### config.mk
export PLATFORM = sky130hd
export DESIGN_NAME = spi_regload
export DESIGN_NICKNAME = d
export VERILOG_FILES = /design/src/rtl/spi_regload_pkg.sv /design/src/rtl/spi_regload_sync.sv /design/src/rtl/spi_regload_rx.sv /design/src/rtl/spi_regload_regfile.sv /design/src/rtl/spi_regload.sv
export SDC_FILE = /design/constraint.sdc
export NUM_CORES = 1
export LEC_CHECK = 0
export ABC_CLOCK_PERIOD_IN_PS = 2500
export BUFFER_PORTS_ARGS = -buffer_cell sky130_fd_sc_hd__buf_2
export CAP_MARGIN = 20
export CORE_MARGIN = 2
export CORE_UTILIZATION = 58
export CTS_BUF_LIST = sky130_fd_sc_hd__clkbuf_4 sky130_fd_sc_hd__clkbuf_8
export DETAILED_ROUTE_END_ITERATION = 16
export HOLD_SLACK_MARGIN = 0.06
export PLACE_DENSITY = 0.82
export SLEW_MARGIN = 15
export SYNTH_ARGS = -nofsm -noshare
export SYNTH_HDL_FRONTEND = slang
export SYNTH_SLANG_ARGS = --single-unit
### constraint.sdc
create_clock -name clk_i -period 2.5 [get_ports clk_i]
set_input_delay 0.25 -clock clk_i [delete_from_list [all_inputs] [get_ports clk_i]]
set_output_delay 0.25 -clock clk_i [all_outputs]
set_load 0.02 [all_outputs]
### src/rtl/spi_regload_pkg.sv
package spi_regload_pkg;
  localparam int IDX_W  = 7;
  localparam int DATA_W = 8;

  typedef enum logic [1:0] {
    ST_ADDR,
    ST_MAP,
    ST_DATA,
    ST_DROP
  } rx_state_e;

  typedef struct packed {
    logic [IDX_W-1:0]  idx;
    logic [DATA_W-1:0] data;
  } wr_req_t;
endpackage

### src/rtl/spi_regload_sync.sv
module spi_regload_sync #(
  parameter int               WIDTH   = 3,
  parameter int               STAGES  = 2,
  parameter logic [WIDTH-1:0] RST_VAL = '0
) (
  input  logic             clk_i,
  input  logic             rst_ni,
  input  logic [WIDTH-1:0] d_i,
  output logic [WIDTH-1:0] q_o
);
  logic [WIDTH-1:0] stg_q [STAGES];

  for (genvar s = 0; s < STAGES; s++) begin : g_stage
    if (s == 0) begin : g_first
      always_ff @(posedge clk_i or negedge rst_ni)
        if (!rst_ni) stg_q[s] <= RST_VAL;
        else         stg_q[s] <= d_i;
    end else begin : g_next
      always_ff @(posedge clk_i or negedge rst_ni)
        if (!rst_ni) stg_q[s] <= RST_VAL;
        else         stg_q[s] <= stg_q[s-1];
    end
  end

  assign q_o = stg_q[STAGES-1];
endmodule

### src/rtl/spi_regload_rx.sv
module spi_regload_rx
  import spi_regload_pkg::*;
#(
  parameter logic [IDX_W-1:0] DEV_ADDR = 7'b1001111
) (
  input  logic    clk_i,
  input  logic    rst_ni,
  input  logic    csn_s_i,
  input  logic    sclk_s_i,
  input  logic    sdi_s_i,
  output logic    req_vld_o,
  output wr_req_t req_o
);
  localparam int CNT_W = $clog2(DATA_W);

  rx_state_e         state_q;
  logic [CNT_W-1:0]  cnt_q;
  logic [DATA_W-1:0] sh_q;
  logic [DATA_W-1:0] sh_nxt;
  logic [IDX_W-1:0]  ptr_q;
  logic              inc_q;
  logic              sclk_q;
  logic              rise;
  logic              last_bit;
  logic              req_vld_q;
  wr_req_t           req_q;

  assign rise     = sclk_s_i & ~sclk_q;
  assign last_bit = (cnt_q == CNT_W'(DATA_W-1));
  assign sh_nxt   = {sh_q[DATA_W-2:0], sdi_s_i};

  always_ff @(posedge clk_i or negedge rst_ni) begin
    if (!rst_ni) begin
      state_q   <= ST_ADDR;
      cnt_q     <= '0;
      sh_q      <= '0;
      ptr_q     <= '0;
      inc_q     <= 1'b0;
      sclk_q    <= 1'b0;
      req_vld_q <= 1'b0;
      req_q     <= '0;
    end else begin
      sclk_q    <= sclk_s_i;
      req_vld_q <= 1'b0;
      if (csn_s_i) begin
        state_q <= ST_ADDR;
        cnt_q   <= '0;
      end else if (rise) begin
        sh_q  <= sh_nxt;
        cnt_q <= cnt_q + CNT_W'(1);
        if (last_bit) begin
          case (state_q)
            ST_ADDR: state_q <= (sh_nxt[DATA_W-1:1] == DEV_ADDR && !sh_nxt[0]) ? ST_MAP : ST_DROP;
            ST_MAP: begin
              ptr_q   <= sh_nxt[IDX_W-1:0];
              inc_q   <= sh_nxt[DATA_W-1];
              state_q <= ST_DATA;
            end
            ST_DATA: begin
              req_vld_q  <= 1'b1;
              req_q.idx  <= ptr_q;
              req_q.data <= sh_nxt;
              if (inc_q) ptr_q <= ptr_q + IDX_W'(1);
            end
            default: ;
          endcase
        end
      end
    end
  end

  assign req_vld_o = req_vld_q;
  assign req_o     = req_q;

  AST_ABORT_IDLE: assert property (@(posedge clk_i) disable iff (!rst_ni)
    csn_s_i |=> (cnt_q == '0 && state_q == ST_ADDR)) else $error("abort not idle");
  AST_NO_REQ_OUTSIDE_DATA: assert property (@(posedge clk_i) disable iff (!rst_ni)
    (state_q != ST_DATA) |=> !req_vld_q) else $error("request outside data phase");
  AST_PTR_STEP: assert property (@(posedge clk_i) disable iff (!rst_ni)
    (!csn_s_i && rise && last_bit && state_q == ST_DATA && inc_q) |=> ptr_q == $past(ptr_q) + IDX_W'(1))
    else $error("pointer did not advance");
  AST_PTR_HOLD: assert property (@(posedge clk_i) disable iff (!rst_ni)
    (state_q == ST_DATA && !inc_q) |=> $stable(ptr_q)) else $error("pointer moved");
endmodule

### src/rtl/spi_regload_regfile.sv
module spi_regload_regfile
  import spi_regload_pkg::*;
#(
  parameter int NUM_REGS = 8,
  parameter int BASE_IDX = 1
) (
  input  logic                       clk_i,
  input  logic                       rst_ni,
  input  logic                       req_vld_i,
  input  wr_req_t                    req_i,
  output logic [NUM_REGS*DATA_W-1:0] regs_o,
  output logic                       stb_o,
  output logic [IDX_W-1:0]           stb_idx_o,
  output logic [DATA_W-1:0]          stb_data_o
);
  localparam logic [IDX_W:0] LO = (IDX_W+1)'(BASE_IDX);
  localparam logic [IDX_W:0] HI = (IDX_W+1)'(BASE_IDX + NUM_REGS);

  logic [DATA_W-1:0] reg_q [NUM_REGS];
  logic              hit;
  logic              stb_q;
  logic [IDX_W-1:0]  stb_idx_q;
  logic [DATA_W-1:0] stb_data_q;

  assign hit = req_vld_i && ({1'b0, req_i.idx} >= LO) && ({1'b0, req_i.idx} < HI);

  for (genvar i = 0; i < NUM_REGS; i++) begin : g_reg
    always_ff @(posedge clk_i or negedge rst_ni)
      if (!rst_ni)                                     reg_q[i] <= '0;
      else if (hit && req_i.idx == IDX_W'(BASE_IDX + i)) reg_q[i] <= req_i.data;
    assign regs_o[i*DATA_W +: DATA_W] = reg_q[i];
  end

  always_ff @(posedge clk_i or negedge rst_ni) begin
    if (!rst_ni) begin
      stb_q      <= 1'b0;
      stb_idx_q  <= '0;
      stb_data_q <= '0;
    end else begin
      stb_q <= hit;
      if (hit) begin
        stb_idx_q  <= req_i.idx;
        stb_data_q <= req_i.data;
      end
    end
  end

  assign stb_o      = stb_q;
  assign stb_idx_o  = stb_idx_q;
  assign stb_data_o = stb_data_q;

  AST_QUIET_HOLD: assert property (@(posedge clk_i) disable iff (!rst_ni)
    !stb_q |-> $stable(regs_o)) else $error("register changed without strobe");
  AST_STB_PULSE: assert property (@(posedge clk_i) disable iff (!rst_ni)
    (stb_q && !$past(stb_q)) |=> !stb_q) else $error("strobe too long");
  AST_STB_RANGE: assert property (@(posedge clk_i) disable iff (!rst_ni)
    stb_q |-> ({1'b0, stb_idx_q} >= LO && {1'b0, stb_idx_q} < HI)) else $error("strobe index out of range");
endmodule

### src/rtl/spi_regload.sv
module spi_regload
  import spi_regload_pkg::*;
#(
  parameter logic [IDX_W-1:0] DEV_ADDR    = 7'b1001111,
  parameter int               NUM_REGS    = 8,
  parameter int               BASE_IDX    = 1,
  parameter int               SYNC_STAGES = 2
) (
  input  logic                       clk_i,
  input  logic                       rst_ni,
  input  logic                       csn_i,
  input  logic                       sclk_i,
  input  logic                       sdi_i,
  output logic [NUM_REGS*DATA_W-1:0] regs_o,
  output logic                       wr_stb_o,
  output logic [IDX_W-1:0]           wr_idx_o,
  output logic [DATA_W-1:0]          wr_data_o
);
  logic [2:0] pins_s;
  logic       req_vld;
  wr_req_t    req;

  // bit order: {sdi, sclk, csn}; csn idles high
  spi_regload_sync #(.WIDTH(3), .STAGES(SYNC_STAGES), .RST_VAL(3'b001)) u_sync (
    .clk_i  (clk_i),
    .rst_ni (rst_ni),
    .d_i    ({sdi_i, sclk_i, csn_i}),
    .q_o    (pins_s)
  );

  spi_regload_rx #(.DEV_ADDR(DEV_ADDR)) u_rx (
    .clk_i     (clk_i),
    .rst_ni    (rst_ni),
    .csn_s_i   (pins_s[0]),
    .sclk_s_i  (pins_s[1]),
    .sdi_s_i   (pins_s[2]),
    .req_vld_o (req_vld),
    .req_o     (req)
  );

  spi_regload_regfile #(.NUM_REGS(NUM_REGS), .BASE_IDX(BASE_IDX)) u_regfile (
    .clk_i      (clk_i),
    .rst_ni     (rst_ni),
    .req_vld_i  (req_vld),
    .req_i      (req),
    .regs_o     (regs_o),
    .stb_o      (wr_stb_o),
    .stb_idx_o  (wr_idx_o),
    .stb_data_o (wr_data_o)
  );
endmodule

---- Word level (Yosys, flattened, before mapping) ----
Index checks and enable logic that the tools add are counted.
cells by class
  add/subtract/negate cells ............... 2
  $lt $le $gt $ge ......................... 2
  eq/ne operators ......................... 13
  mux-type cells .......................... 13
  bitwise operators ....................... 3
  reductions and logical operators ........ 22
operator list
  cell                                                               count
  == test 7 x 3 -> 1 bit, second input constant                      4
  == test 7 x 2 -> 1 bit, second input constant                      2
  one-hot mux 7 bit (2 select lines)                                 1
  logical AND 1 bit                                                  11
  two-way mux 2 bit                                                  4
  AND reduction 4 bit                                                2
  adder 7 x 1 -> 7 bit, second input constant                        1
  == test 7 x 1 -> 1 bit, second input constant                      1
  == test 7 x 4 -> 1 bit, second input constant                      1
  == test 7 bit, second input constant                               1
  greater-or-equal comparator 7 x 1 -> 1 bit, second input constant  1
  less-than comparator 7 x 4 -> 1 bit, second input constant         1
  two-way mux 7 bit                                                  1
  two-way mux 3 bit                                                  2
  nonzero test 2 bit                                                 3
  AND reduction 5 bit                                                1
  two-way mux 1 bit                                                  4
  one-hot mux 2 bit (2 select lines)                                 1
  adder 3 x 1 -> 3 bit, second input constant                        1
  == test 3 bit, second input constant                               1
  AND reduction 3 bit                                                1
  nonzero test 3 bit                                                 1
  == test 2 x 1 -> 1 bit, second input constant                      1
  == test 2 bit, second input constant                               1
  other kinds (6)                                                    7
word-level totals
  bits in registers ....................... 123
  input bits .............................. 5
  output and inout bits ................... 80
  logic and storage cells ................. 77

---- Longest topological paths before layout ----
Gate-level depths: netlist (run 1).
  depth after elaboration ................. 7
  depth in mapped cells ................... 8
  depth with buffers taken out ............ 6

---- Cells and area by module ----
Synthesis (run 1) repeated with hierarchy kept, for this count alone.
second synthesis, totals
  cells, all modules ...................... 333
  area total of the unflattened synthesis .. 4,953.5 µm²
by module, submodules not included
  module               instances  cells an instance  area each (µm²)  seq. area each (µm²)
  spi_regload_regfile  1          190                3,114.2          2,001.9
  spi_regload_rx       1          134                1,664.1          925.9
  spi_regload_sync     1          9                  175.2            152.6

---- Worst setup path after synthesis (run 1) ----
OpenSTA, ideal clock, no wires.
  path kind ............................... register to register
  start ................................... register u_rx.req_q (netlist bit u_rx.req_o[9])
  end ..................................... register u_regfile.stb_data_q[5] (netlist: u_regfile.stb_data_o[5])
  setup time .............................. 125 ps
  data arrival time ....................... 1,742 ps
  required time ........................... 2,375 ps
  slack ................................... 633 ps
  stages on the path, launching flop included .. 7
  period minus slack after synthesis ...... 1,867 ps
  cell sequence ........................... dfrtp_1 buf_2 or3_1 xor2_1 nand2_1 buf_2 mux2_2
between the ends
  cells in the longest elaborated chain, start to end .. 3
  elaborated cells on any way between the ends .. 4
RTL lines
  item                                        RTL line                   RTL
  start, declared                             spi_regload_rx.sv:26       wr_req_t req_q;
  greater-or-equal comparator 7 x 1 -> 1 bit  spi_regload_regfile.sv:25  assign hit = req_vld_i && ({1'b0, req_i.idx} >= LO) && ({1'b0, req_i.idx} < HI);
  logical AND 1 bit                           spi_regload_regfile.sv:25
  logical AND 1 bit (*)                       spi_regload_regfile.sv:25
  end signal, assigned                        spi_regload_regfile.sv:43  stb_data_q <= req_i.data;
  end, declared                               spi_regload_regfile.sv:23  logic [DATA_W-1:0] stb_data_q;
Mark *: on every way between the ends. The rest lies on a longest branch, timed or not.
A chain may end at the register's enable or synchronous reset.

---- Final worst setup path (run 1) ----
  start ................................... register u_rx.req_q (netlist bit u_rx.req_o[12])
  end ..................................... register u_regfile.reg_q (netlist bit u_regfile.regs_o[55])
between the ends
  cells in the longest elaborated chain, start to end .. 4
  elaborated cells on any way between the ends .. 6
RTL lines
  item                                        RTL line                   RTL
  greater-or-equal comparator 7 x 1 -> 1 bit  spi_regload_regfile.sv:25
  logical AND 1 bit (2 in series)             spi_regload_regfile.sv:25
  logical AND 1 bit (*)                       spi_regload_regfile.sv:30  else if (hit && req_i.idx == IDX_W'(BASE_IDX + i)) reg_q[i] <= req_i.data;
  end signal, assigned by index               spi_regload_regfile.sv:30
  end, declared                               spi_regload_regfile.sv:19  logic [DATA_W-1:0] reg_q [NUM_REGS];
Marked as above.

==> results of run 1 <==
-- metal layers --
layer,GRT usage (%),routed length [um],vias up
met4,8.57,99,0
met5,0,0,-
met1,29.5,4190,1510
li1,-,-,1377
met3,5.64,481,8
met2,37.8,4870,88
-- path summary, 6_finish.rpt --
path                                              to             from  cells after the start  slack [ps]
min in group asynchronous       u_regfile.regs_o[24]           rst_ni                      2         380
worst max register to register  u_regfile.regs_o[55]   u_rx.req_o[12]                      4         320
worst min-delay path                   u_sync.q_o[2]  u_sync.stg_q[5]                      0         350
worst min register to register         u_sync.q_o[2]  u_sync.stg_q[5]                      0         350
max in group asynchronous       u_regfile.regs_o[53]           rst_ni                      3        1450
worst max-delay path            u_regfile.regs_o[55]   u_rx.req_o[12]                      4         320
-- metrics by stage --
step / power (mW) / util [%] / cells / hold WS (ps) / instance area, um2
global placement: 2.28 / 66.3 / 507 / 292 / 5420
global route: 4.20 / 71.8 / 543 / 360 / 5870
floorplan: 2.20 / - / 332 / -45.6 / 4880
CTS: 4.08 / 71.8 / 543 / 352 / 5870
finish: 4.05 / 71.8 / 543 / 351 / 5870
detailed placement: 2.29 / 66.3 / 507 / 308 / 5420
-- worst max-delay path: stages (launching register included) --
cell	delay [ps]
dfrtp_1	420
nor4b_4	420
nor2b_1	300
and4_1	530
mux2_2	390
-- power breakdown --
group,internal [mW],switching [mW]
clock network,1.00,0.788
logic,0.0726,0.0697
registers,2.04,0.0730
total,3.12,0.931
-- cells in the mapped netlist (all sizes together) (2+ instances only) --
master  count
xor2        2
buf        15
nand2      12
nand4b      3
nor4b       2
nand4       2
dfrtp     121
and2        3
or3         2
a22o        2
o21ai       4
nor2        9
clkbuf      5
mux2       96
nand2b      4
inv         5
nand3b      2
nor3b       2
a21oi       9
nand3       7
ha          3
mux2i       3
dfstp       2
nor2b       3
o22ai       4
-- cell families after synthesis --
kind of cell | share of synthesized area (%)
flops | 63.1
fa+ha+maj | 0.769
buf+inv | 2.15
mux | 22.8
simple gates | 7.80
xor+xnor | 0.539
compound gates | 2.85
-- sequential cells by signal, summed over array words and instances (netlist names), 2 cells and up --
register / cells
u_sync.stg_q: 3
u_rx.req_o: 15
u_regfile.stb_data_o: 8
u_sync.q_o: 3
u_rx.cnt_q: 3
u_rx.ptr_q: 7
u_regfile.stb_idx_o: 7
u_regfile.regs_o: 64
u_rx.sh_q: 7
u_rx.state_q: 2
-- cell type report --
class	count	area, um2
Clock buffer	18	241
Clock inverter	14	171
Fill cell	520	2300
Inverter	5	18.8
Multi-Input combinational cell	184	1690
Sequential cell	123	3080
Tap cell	105	131
Timing Repair Buffer	94	533
==> results.sh, run 1 <==
export IMPL_run_status="completed"
export IMPL_cts_made_buffers=17
export IMPL_htreeDepth=4
export IMPL_viasPerCell=5.49
export IMPL_grt_max_degree=48
export IMPL_ir_worst_vdd_mv=0.454
export IMPL_yosysSeqAreaShare_pct=63.1
export IMPL_pin_count=85
export IMPL_core_area_mm2=0.00818
export IMPL_drive_above_1_share_pct=52.1
export IMPL_mostFrequentLayoutCell="dfrtp_1"
export IMPL_drtPass1Iterations=5
export IMPL_grt_use_total_pct=22.9
export IMPL_grt_setup_unrepaired="no"
export IMPL_ys_ff_latch=123
export IMPL_clock_path_buffers=2
export IMPL_diodes=0
export IMPL_relSlewSlack_pct=48.0
export IMPL_initialDrtViolationCount=129
export IMPL_cts_tree="yes"
export IMPL_area_growth_pct=20.3
export IMPL_leakagePower_nw=3.22
export IMPL_fin_skew_ps=13.9
export IMPL_place_gp_congestion=0.832
export IMPL_cts_root_buf="clkbuf_8"
export IMPL_antenna_found_initial=0
export IMPL_p_per_area_mw_per_mm2=690
export IMPL_arrival_ps=2470
export IMPL_ys_top_cells_by_area="dfrtp_1, mux2_2, dfstp_2"
export IMPL_clk_pin_slew_ps=70
export IMPL_min_period_over_period_pct=87.1
export IMPL_ant_nets=0
export IMPL_yosys_warnings=0
export IMPL_fp_dieH_um=95.7
export IMPL_grt_pass1_vias=2968
export IMPL_max_cap_violations=0
export IMPL_synth_top_cell_area_share_pct=62.1
export IMPL_synthArstFlopShare_pct=100
export IMPL_crit_fanout=8
export IMPL_overflow=0
export IMPL_setup_viol=0
export IMPL_num_rows=33
export IMPL_vias=2983
export IMPL_grt_pass1_wl_um=15300
export IMPL_synth_edff_count=0
export IMPL_nets=433
export IMPL_cts_resized=0
export IMPL_start_util_pct=59.7
export IMPL_die_w_um=95.7
export IMPL_wl_um=9640
export IMPL_min_period_ps=2180
export IMPL_syn_nets=340
export IMPL_hold_viol_final=0
export IMPL_fin_tns_setup_ps=0
export IMPL_detail_route_wl_per_cell_um=17.7
export IMPL_die_area_mm2=0.00916
export IMPL_worst_pin_slew_ps=778
export IMPL_hpwl_um=6650
export IMPL_hold_class="reg2reg"
export IMPL_clock_latency_ps=420
export IMPL_cp_start_kind="register"
export IMPL_final_setup_worst_slack_ps=323
export IMPL_drc=0
export IMPL_hold_buffers=4
export IMPL_post_cts_buffers=0
export IMPL_synth_top_cell_by_area="dfrtp_1"
export IMPL_cp_end_kind="register"
export IMPL_syn_area_mm2=0.00488
export IMPL_synth_flop_cell="dfrtp_1"
export IMPL_yosysUniqueCellTypes=43
export IMPL_cts_sinks=123
export IMPL_maxSlewViolCount=0
export IMPL_worstPathRequired_ps=2800
export IMPL_place_ws_ps=344
export IMPL_syn_avg_cell_area_um2=14.7
export IMPL_final_cell_mix="dfrtp_1, mux2_2, buf_2"
export IMPL_syn_inst=332
export IMPL_portBuffers=84
export IMPL_critPathKind="reg2reg"
export IMPL_fmax_mhz=459
(Power assumes the default switching activity.)
==> inputs of run 2 (changes only) <==
--- a/config.mk
+++ b/config.mk
@@ -6,14 +6,16 @@
 export NUM_CORES = 1
 export LEC_CHECK = 0
 export ABC_CLOCK_PERIOD_IN_PS = 2500
-export BUFFER_PORTS_ARGS = -buffer_cell sky130_fd_sc_hd__buf_2
 export CAP_MARGIN = 20
+export CELL_PAD_IN_SITES_DETAIL_PLACEMENT = 1
+export CELL_PAD_IN_SITES_GLOBAL_PLACEMENT = 1
 export CORE_MARGIN = 2
-export CORE_UTILIZATION = 58
+export CORE_UTILIZATION = 54
 export CTS_BUF_LIST = sky130_fd_sc_hd__clkbuf_4 sky130_fd_sc_hd__clkbuf_8
 export DETAILED_ROUTE_END_ITERATION = 16
+export DONT_BUFFER_PORTS = 1
 export HOLD_SLACK_MARGIN = 0.06
-export PLACE_DENSITY = 0.82
+export PLACE_DENSITY_LB_ADDON = 0.1
 export SLEW_MARGIN = 15
 export SYNTH_ARGS = -nofsm -noshare
 export SYNTH_HDL_FRONTEND = slang
==> results.sh, run 2 (same netlist as run 1, synthesis figures left out) <==
export IMPL_run_status="complete, but fails checks"
export IMPL_violations="negative hold slack"
export IMPL_fmax_mhz=463
export IMPL_viasPerCell=5.82
export IMPL_fp_dieH_um=99.1
export IMPL_largest_register_ff_count=64
export IMPL_mostFrequentLayoutCell="dfrtp_1"
export IMPL_cp_end_kind="register"
export IMPL_fin_skew_ps=10.0
export IMPL_overflow=0
export IMPL_worst_pin_slew_ps=646
export IMPL_seq_area_mm2=0.00308
export IMPL_relSlewSlack_pct=56.8
export IMPL_switching_share_pct=22.1
export IMPL_drive_above_1_share_pct=40.6
export IMPL_drc=0
export IMPL_cts_tree="yes"
export IMPL_grt_setup_unrepaired="no"
export IMPL_grt_pass1_wl_um=16000
export IMPL_min_period_over_period_pct=86.5
export IMPL_drtPass1Iterations=4
export IMPL_clock_latency_ps=420
export IMPL_seqPwrFrac_pct=51.2
export IMPL_pin_count=85
export IMPL_grt_max_degree=124
export IMPL_clk_pin_slew_ps=80
export IMPL_detail_route_wl_per_cell_um=21.2
export IMPL_hold_ws_ps=-489
export IMPL_switchingPower_mw=0.913
export IMPL_crit_fanout=8
export IMPL_hold_class="in2async"
export IMPL_setup_viol=0
export IMPL_worstPathRequired_ps=2800
export IMPL_hold_buffers=3
export IMPL_p_int_mw=3.23
export IMPL_portBuffers=0
export IMPL_leakagePower_nw=2.75
export IMPL_final_setup_worst_slack_ps=339
export IMPL_nets=347
export IMPL_min_period_ps=2160
export IMPL_grt_pass1_vias=2840
export IMPL_fillers=795
export IMPL_p_per_area_mw_per_mm2=761
export IMPL_cts_resized=0
export IMPL_initialDrtViolationCount=80
export IMPL_hold_viol_final=123
export IMPL_cts_root_buf="clkbuf_8"
export IMPL_vias=2678
export IMPL_arrival_ps=2460
export IMPL_antenna_found_initial=0
export IMPL_core_area_mm2=0.00876
export IMPL_area_growth_pct=11.4
export IMPL_start_util_pct=55.7
export IMPL_place_gp_congestion=0.743
export IMPL_ant_nets=0
export IMPL_wl_um=9770
export IMPL_final_util_pct=62.0
export IMPL_maxSlewViolCount=0
export IMPL_place_ws_ps=366
export IMPL_power_total_mw=4.14
export IMPL_post_cts_buffers=0
export IMPL_cts_made_buffers=17
export IMPL_final_cell_mix="dfrtp_1, mux2_2, clkbuf_8"
export IMPL_critPathKind="reg2reg"
export IMPL_max_cap_violations=0
export IMPL_htreeDepth=4
export IMPL_diodes=0
export IMPL_die_area_mm2=0.00981
export IMPL_ir_worst_vdd_mv=0.331
export IMPL_cts_sinks=123
export IMPL_die_w_um=99.1
export IMPL_clkPwrFrac_pct=46.5
export IMPL_fin_tns_setup_ps=0
export IMPL_cp_start_kind="register"
export IMPL_pwr_share_comb_pct=2.3
export IMPL_hpwl_um=6290
export IMPL_multiInputGateArea_mm2=0.00169
export IMPL_num_rows=34
export IMPL_grt_use_total_pct=21.6
export IMPL_clock_path_buffers=2
[run 2: cell types whose count changed in the layout (fill, tap and decap cells not counted), sizes merged]
cell	before	now
bufinv	3	4
clkbuf	18	19
clkinv	6	3
inv	7	8
dlygate4sd3	4	3
buf	90	5
[run 2: area by class of cell]
class | instances | share of cell area, %
Sequential cell | 123 | 56.7
Multi-Input combinational cell | 184 | 31.2
Clock buffer | 19 | 4.58
Clock inverter | 13 | 3.52
Tap cell | 108 | 2.49
Timing Repair Buffer | 8 | 1.24
Inverter | 5 | 0.345
[run 2: power groups by stage]
stage,clock [mW],combinational (mW),sequential [mW]
CTS,1.97,0.0955,2.12
global placement,0,0.0851,2.15
finish,1.92,0.0945,2.12
detailed placement,0,0.0910,2.16
floorplan,0,0.0822,2.12
global route,2.06,0.105,2.12
[run 2: per-stage QoR]
stage / instances / area [um2]
6_report: 460 / 5440
5_1_grt: 460 / 5440
4_1_cts: 460 / 5440
3_5_place_dp: 425 / 4970
3_3_place_gp: 425 / 4970
2_1_floorplan: 332 / 4880
[run 2: critical path, cell delays in order, from the launching register on]
cell     delay, ps
dfrtp_1        430
nor4b_4        420
nor2b_1        180
buf_4          160
and4_1         460
mux2_2         390
[run 2: path summary, 6_finish.rpt]
check	start	end	slack, ps	depth (start not counted)
worst max-delay path	u_rx.req_o[12]	u_regfile.regs_o[55]	340	5
worst max register to register	u_rx.req_o[12]	u_regfile.regs_o[55]	340	5
worst min-delay path	rst_ni	u_regfile.regs_o[42]	-490	0
worst min register to register	u_sync.stg_q[5]	u_sync.q_o[2]	350	0
max in group asynchronous	rst_ni	u_sync.q_o[0]	2800	0
min in group clk_i	u_sync.stg_q[5]	u_sync.q_o[2]	350	0
[run 2: metal layers]
metal  routed length, um  vias to the layer above  part of all wire (%)  track usage (%)
met5                   0                        -                     0                0
met1                4170                     1407                    43             27.0
met4                 113                        0                   1.2             7.27
met2                4890                       64                    50             35.1
met3                 600                       12                   6.1             7.73
li1                    -                     1195                     -                -
